File: config.mk
export PLATFORM = sky130hd
export DESIGN_NAME = field_rd_port
export DESIGN_NICKNAME = d
export VERILOG_FILES = /design/src/rtl/field_rd_pkg.sv /design/src/rtl/frd_rst_guard.sv /design/src/rtl/frd_addr_ctr.sv /design/src/rtl/frd_out_stage.sv /design/src/rtl/field_rd_port.sv
export SDC_FILE = /design/constraint.sdc
export NUM_CORES = 1
export LEC_CHECK = 0
export CAP_MARGIN = 20
export CORE_MARGIN = 2
export CORE_UTILIZATION = 44
export DETAILED_ROUTE_END_ITERATION = 16
export MAX_ROUTING_LAYER = met4
export PLACE_DENSITY = 0.86
export SYNTH_ARGS = -nofsm -noshare
export SYNTH_HDL_FRONTEND = slang
export SYNTH_SLANG_ARGS = --single-unit
File: constraint.sdc
create_clock -name clk -period 2.6 [get_ports clk]
set_input_delay 0.52 -clock clk [delete_from_list [all_inputs] [get_ports clk]]
set_output_delay 0.52 -clock clk [all_outputs]
set_load 0.02 [all_outputs]
File: src/rtl/field_rd_pkg.sv
package field_rd_pkg;
    // Default geometry: one field of 256K bytes.
    localparam int FRD_DEPTH   = 262144;
    localparam int FRD_DATA_W  = 8;
    // Minimum number of low strobe edges between two honoured resets.
    localparam int FRD_MIN_GAP = 2;
endpackage

File: src/rtl/frd_rst_guard.sv
module frd_rst_guard #(
    parameter int MIN_GAP = 2,
    localparam int GAP_W = $clog2(MIN_GAP + 1)
) (
    input  logic clk,
    input  logic rst_n,
    input  logic rd_rst,
    output logic rst_take
);
    typedef struct packed {
        logic [GAP_W-1:0] low_cnt;
        logic             held;
    } guard_t;

    localparam logic [GAP_W-1:0] GAP_LIM = GAP_W'(MIN_GAP);

    guard_t st_d, st_q;

    always_comb begin
        st_d     = st_q;
        rst_take = rd_rst && (st_q.held || (st_q.low_cnt >= GAP_LIM));
        if (rst_take) begin
            st_d.held    = 1'b1;
            st_d.low_cnt = '0;
        end else begin
            st_d.held = 1'b0;
            if (!rd_rst && (st_q.low_cnt < GAP_LIM)) begin
                st_d.low_cnt = st_q.low_cnt + GAP_W'(1);
            end
        end
    end

    always_ff @(posedge clk or negedge rst_n) begin
        if (!rst_n) begin
            st_q.low_cnt <= GAP_LIM;
            st_q.held    <= 1'b0;
        end else begin
            st_q <= st_d;
        end
    end
endmodule

File: src/rtl/frd_addr_ctr.sv
module frd_addr_ctr #(
    parameter int DEPTH = 262144,
    localparam int ADDR_W = $clog2(DEPTH)
) (
    input  logic              clk,
    input  logic              rst_n,
    input  logic              rst_take,
    input  logic              rd_en,
    output logic [ADDR_W-1:0] ptr_q,
    output logic [ADDR_W-1:0] ptr_d
);
    localparam logic [ADDR_W-1:0] LAST = ADDR_W'(DEPTH - 1);

    typedef struct packed {
        logic [ADDR_W-1:0] ptr;
    } ctr_t;

    ctr_t st_d, st_q;

    always_comb begin
        st_d = st_q;
        if (rst_take) begin
            st_d.ptr = '0;
        end else if (rd_en) begin
            st_d.ptr = (st_q.ptr == LAST) ? '0 : st_q.ptr + ADDR_W'(1);
        end
    end

    always_ff @(posedge clk or negedge rst_n) begin
        if (!rst_n) begin
            st_q.ptr <= '0;
        end else begin
            st_q <= st_d;
        end
    end

    assign ptr_q = st_q.ptr;
    assign ptr_d = st_d.ptr;
endmodule

File: src/rtl/frd_out_stage.sv
module frd_out_stage #(
    parameter int DATA_W = 8
) (
    input  logic              clk,
    input  logic              rst_n,
    input  logic              rst_take,
    input  logic              rd_en,
    input  logic              out_en,
    input  logic [DATA_W-1:0] mem_rdata,
    output logic [DATA_W-1:0] rd_data,
    output logic              rd_valid
);
    typedef struct packed {
        logic vld;
    } out_t;

    out_t st_d, st_q;

    always_comb begin
        st_d = st_q;
        if (rst_take || rd_en) begin
            st_d.vld = out_en;
        end
    end

    always_ff @(posedge clk or negedge rst_n) begin
        if (!rst_n) begin
            st_q.vld <= 1'b0;
        end else begin
            st_q <= st_d;
        end
    end

    assign rd_valid = st_q.vld;
    assign rd_data  = st_q.vld ? mem_rdata : '0;
endmodule

File: src/rtl/field_rd_port.sv
module field_rd_port import field_rd_pkg::*; #(
    parameter int DEPTH   = FRD_DEPTH,
    parameter int DATA_W  = FRD_DATA_W,
    parameter int MIN_GAP = FRD_MIN_GAP,
    localparam int ADDR_W = $clog2(DEPTH)
) (
    input  logic              clk,
    input  logic              rst_n,
    input  logic              rd_rst,
    input  logic              rd_en,
    input  logic              out_en,
    output logic [ADDR_W-1:0] mem_addr,
    input  logic [DATA_W-1:0] mem_rdata,
    output logic [DATA_W-1:0] rd_data,
    output logic              rd_valid
);
    logic              rst_take;
    logic [ADDR_W-1:0] ptr_q;
    logic [ADDR_W-1:0] ptr_d;

    frd_rst_guard #(.MIN_GAP(MIN_GAP)) u_guard (
        .clk      (clk),
        .rst_n    (rst_n),
        .rd_rst   (rd_rst),
        .rst_take (rst_take)
    );

    frd_addr_ctr #(.DEPTH(DEPTH)) u_ctr (
        .clk      (clk),
        .rst_n    (rst_n),
        .rst_take (rst_take),
        .rd_en    (rd_en),
        .ptr_q    (ptr_q),
        .ptr_d    (ptr_d)
    );

    frd_out_stage #(.DATA_W(DATA_W)) u_out (
        .clk       (clk),
        .rst_n     (rst_n),
        .rst_take  (rst_take),
        .rd_en     (rd_en),
        .out_en    (out_en),
        .mem_rdata (mem_rdata),
        .rd_data   (rd_data),
        .rd_valid  (rd_valid)
    );

    // Prefetch: the RAM registers the word for the pointer value after this edge.
    assign mem_addr = ptr_d;
endmodule

Yosys cells after proc, flatten, opt, wreduce, memory -nomap -nowiden. Cells that the tools add are included. W data, S select, Z words.

Add/sub/neg operators: 2. Order comparisons: 2. Equal/unequal tests: 1. Mux-type cells: 6. Reductions and logical operators: 6.

Operators by type and width (number): $mux W18 (3); $add A18 B1 Y18 const B (1); $eq A18 B18 Y1 const B (1); $mux W8 (1); $mux W3 (1); $add A2 B1 Y2 const B (1); $ge A2 B2 Y1 const B (1); $logic_and A1 B1 Y1 (2); $logic_or A1 B1 Y1 (2); $lt A2 B2 Y1 const B (1); $mux W2 (1); $reduce_bool A2 Y1 (1); $logic_not A1 Y1 (1).

Flip-flop bits (word level): 22. Input bits: 13. Output and inout bits: 27. Word-level logic and storage cells: 21.

Logic depth before layout (Yosys ltp).
Depth in word-level cells: 4. Gate-level depth with buffers: 6. Gate-level depth less buffers: 6.

Modules after synthesis. Synthesis repeated with hierarchy kept, for this count alone.

Cell total of the unflattened synthesis: 111. Area total of the unflattened synthesis: 1187.4 um^2.

Modules (own cells, without submodules): frd_addr_ctr (times used 1, cells an instance 90, area each 965.9 um^2, sequential area each 450.4 um^2); frd_rst_guard (times used 1, cells an instance 10, area each 121.4 um^2, sequential area each 76.3 um^2); frd_out_stage (times used 1, cells an instance 11, area each 100.1 um^2, sequential area each 25.0 um^2).

Worst setup path after synthesis. OpenSTA, ideal clock, no wires.

Kind: reg-to-output. From: reg u_ctr.st_q, in the netlist u_ctr.ptr_q[3]. To: out mem_addr[17]. Arrival time: 2.078 ns. Data required time: 2.080 ns. Setup slack: 0.002 ns. Stages on the path, launching flop included: 6. Cells stage by stage: dfrtp_1 > nand3_4 > or4_1 > clkbuf_2 > or4_1 > a21oi_1.

Word-level cells in the longest chain between the ends: 4.

RTL lines: from (decl) (RTL line frd_addr_ctr.sv:18) `ctr_t st_d, st_q;`; from (signal assigned) (RTL line frd_addr_ctr.sv:33) `st_q <= st_d;`; $add A18 B1 Y18 or $eq A18 B18 Y1 (tied branches) (RTL line frd_addr_ctr.sv:25) `st_d.ptr = (st_q.ptr == LAST) ? '0 : st_q.ptr + ADDR_W'(1);`; $mux W18 * (RTL line frd_addr_ctr.sv:25); $mux W18 * (RTL line frd_addr_ctr.sv:24) `end else if (rd_en) begin`; $mux W18 * (RTL line frd_addr_ctr.sv:22) `if (rst_take) begin`; to (decl) (RTL line field_rd_port.sv:12) `output logic [ADDR_W-1:0] mem_addr,`.

Mark *: on every way between the ends. The rest lies on a longest branch, timed or not.

Worst setup path in the final report.
From: reg u_ctr.st_q, in the netlist u_ctr.ptr_q[7]. To: out mem_addr[17].

Same word-level chain as after synthesis.

==> results.toml <==
[place]
gp_congestion = 0.8479
place_hpwl_um = 2363
port_buffers = 39
placed_area_sq_um = 1794

[timing]
setup_ws_ns = -0.1913
setup_tns_ns = -1.860
final-setup-viol-count = 14
clock_skew_ns = 0.008514
fmax_mhz = 358.3
drv_slew = 0
hold_viol = 0
relSlewSlack_pct = 63.10
post-route-period-util_pct = 107.4
fin_crit_ns = 2.791
rsz0062_at_grt = "yes"
worstMarginPinSlew_ns = 0.5484

[grt]
grt_pass1_wl_um = 7141
grt_overflow = 0
grt_pass1_vias = 1452
grt_max_degree = 23
antenna_found_initial = 0
grtUsageTotal_pct = 30.48

[synthesis]
synth_xor_area_share_pct = 8.342
ys_types = 31
avgSynthCellArea_sq_um = 9.624
synth_nets = 135
synth-seq-cells = 22
ys_warn_count = 0
synth_top_family_by_area = "simple AND/OR/NAND/NOR gates"
yosys-top-cells-area = "dfrtp_1 (46%), xnor2_1 (4.6%), and2_1 (4.3%)"
synthAdderAreaFrac_pct = 2.167
synth_top_cell_area_share_pct = 45.50
ys_top_cells_by_count = "dfrtp_1 (21), nor2_1 (13), and2_1 (8), nand3_1 (8), nand2_1 (7)"
seq_area_frac_synth_pct = 47.78
synth_most_common_cell = "dfrtp_1"
yosys.area.top_type = "dfrtp_1"
postSynthCellCount = 120
syn-cell-area_sq_um = 1155
synth_compound_area_share_pct = 8.884
synthMuxAreaShare_pct = 0.9751
synth-simple-area-share_pct = 29.36
synth-edff-count = 0
synth-async-reset-ratio_pct = 100.0
synth_flop_cell = "dfrtp_1"

[power_and_ir_drop]
p_per_area_nw_per_um2 = 538.9
vdd_drop_max_mv = 0.4664
p_leak_uw = 0.0009710

[setup_path]
crit_path_frequent_cell = "or4_4"
worst-path-buf-inv = 1
critPathKind = "reg2out"
path_delay_family = "simple AND/OR/NAND/NOR gates"
timing.rr.end = "u_ctr.ptr_q[16]"
crit_chain = "nand3_2 > or4_4 > or4_4 > a21oi_4 > buf_6"
crit_path_start_kind = "register"
ff2ff_path_depth = 11
cp.arrival_ns = 2.27
cp.required_ns = 2.08
ff2ff_setup_slack_ns = 0.28
r2r_start = "u_ctr.ptr_q[5]"
crit_path_start = "u_ctr.ptr_q[7]"
cp_max_fo = 5
critical-path-slowest-cell = "or4_4"
cp_slowest_stage_delay_ns = 0.59
end_kind = "primary output"

[die]
initial_core_util_pct = 46.62
num_io_pins = 40
die_w_um = 55.23
die_area_sq_um = 3050
core_area_sq_um = 2477
die_h_um = 55.23
std_cell_rows = 18

[run_status]
failed_checks = "negative setup slack"
status = "finished with violations"

[cts]
cts.reportedPaths.clkPinSlew_ns = 0.14
h-tree-depth = 1
cts_num_sinks = 22
cts_tree = "done"
hold_buffers = 0
cts_root_buf = "clkbuf_4"
clock_path_buffers = 2
cts_buffers = 3
clkLatencyLatePin_ns = 0.33

[layout]
diodes = 0
area_growth_pct = 92.85
final_layout_size_suffix_gt1_share_pct = 52.07
final_area_sq_um = 2227
nFillCells = 96
final_nets = 233

[routing]
firstDrtPassIters = 4
routed_wl_um = 5110
wl_per_cell_um = 20.69
ant_nets = 0
num_vias = 1474
drt_drc_violations_left = 0
via_per_inst = 5.968
drt_iter0_drc = 70

[min_path]
hp-class = "in2async"

[job]
drv_cap = 0
[report_power, final]
group / total, uW / switching (uW) / internal, uW / leakage, uW
Sequential: 433 / 40.2 / 393 / 0.000296
Combinational: 590 / 319 / 271 / 0.000660
Clock: 177 / 117 / 60.2 / 0.0000150
[how the worst max path moves through the flow]
stage | endpoint | slack, ns | cells after the start
finish | mem_addr[17] | -0.19 | 5
global route | mem_addr[13] | -0.26 | 8
CTS | mem_addr[17] | -0.09 | 5
detailed placement | mem_addr[16] | -0.73 | 6
global placement | mem_addr[16] | -0.71 | 6
floorplan | mem_addr[17] | 0.002 | 5
[through the flow]
| stage | std cells | worst slack [ns] | hold slack [ns] | utilization [%] | power (uW) |
|---|---|---|---|---|---|
| after floorplan | 120 | 0.002460 | 0.2244 | - | 620.1 |
| after global placement | 216 | -0.7062 | 0.5260 | 72.42 | 842.9 |
| after detailed placement | 216 | -0.7303 | 0.5529 | 72.42 | 866.6 |
| after CTS | 233 | -0.08779 | 0.5468 | 82.53 | 1155 |
| after global routing | 247 | -0.2612 | 0.5848 | 89.90 | 1243 |
| final | 247 | -0.1913 | 0.5310 | 89.90 | 1200 |
[state kept, by name, summed over array words and instances (netlist names)]
name            flops
u_guard.st_q        3
u_ctr.ptr_q        18
u_out.rd_valid      1
[area by class of cell]
type,instances,area [sq um],area share (%)
clock buffers,4,26.28,1.180
inverters,4,15.01,0.6742
multi-input cells,91,780.7,35.06
flip-flops and latches,22,551.8,24.78
well taps,30,37.54,1.685
repair buffers,96,815.8,36.63
[kinds of logic after synthesis]
kind of cell               count (synthesis)
adders and majority gates                  2
buffers and inverters                      7
AOI/OAI and AO/OA                         17
muxes                                      1
xor gates and xnor gates                  11
DFF                                       22
and+or+nand+nor                           60
[layer usage]
metal	share of wire, %	global-route usage, %	up-vias	routed length [um]
met4	5.8	16.72	0	295
met3	8.5	5.386	33	436
met2	50	51.02	126	2551
met5	0	-	-	0
li1	-	-	616	-
met1	36	34.39	699	1828
[layout by cell type, fill, tap and decap left out, types with 2 or more instances in the layout]
cell              n
nor2_2            2
or3_2             2
nor2_4            5
clkbuf_4          3
o21ai_1           2
buf_4            55
nand3_4           2
nand3b_1          3
buf_6            15
nor3_2            2
or3_4             3
nand4_1           3
a21oi_4           4
and2_1            8
nand2_1           7
or4_4             2
xor2_1            5
o21ai_0           4
nor4_1            2
o31ai_4           3
nor2_1            6
xnor2_1           6
dfrtp_1          21
clkbuf_2          2
nand3_1           6
buf_2             3
inv_1             3
clkdlybuf4s50_1  20
[what timing repair did]
action | in CTS | in global routing
setup endpoints to repair | 18 | 18
cloned | 1 | 0
buffers inserted | 12 | 18
gates resized for setup | 107 | 39
pin swaps | 9 | 15
Power figures use the tool's default switching activity.
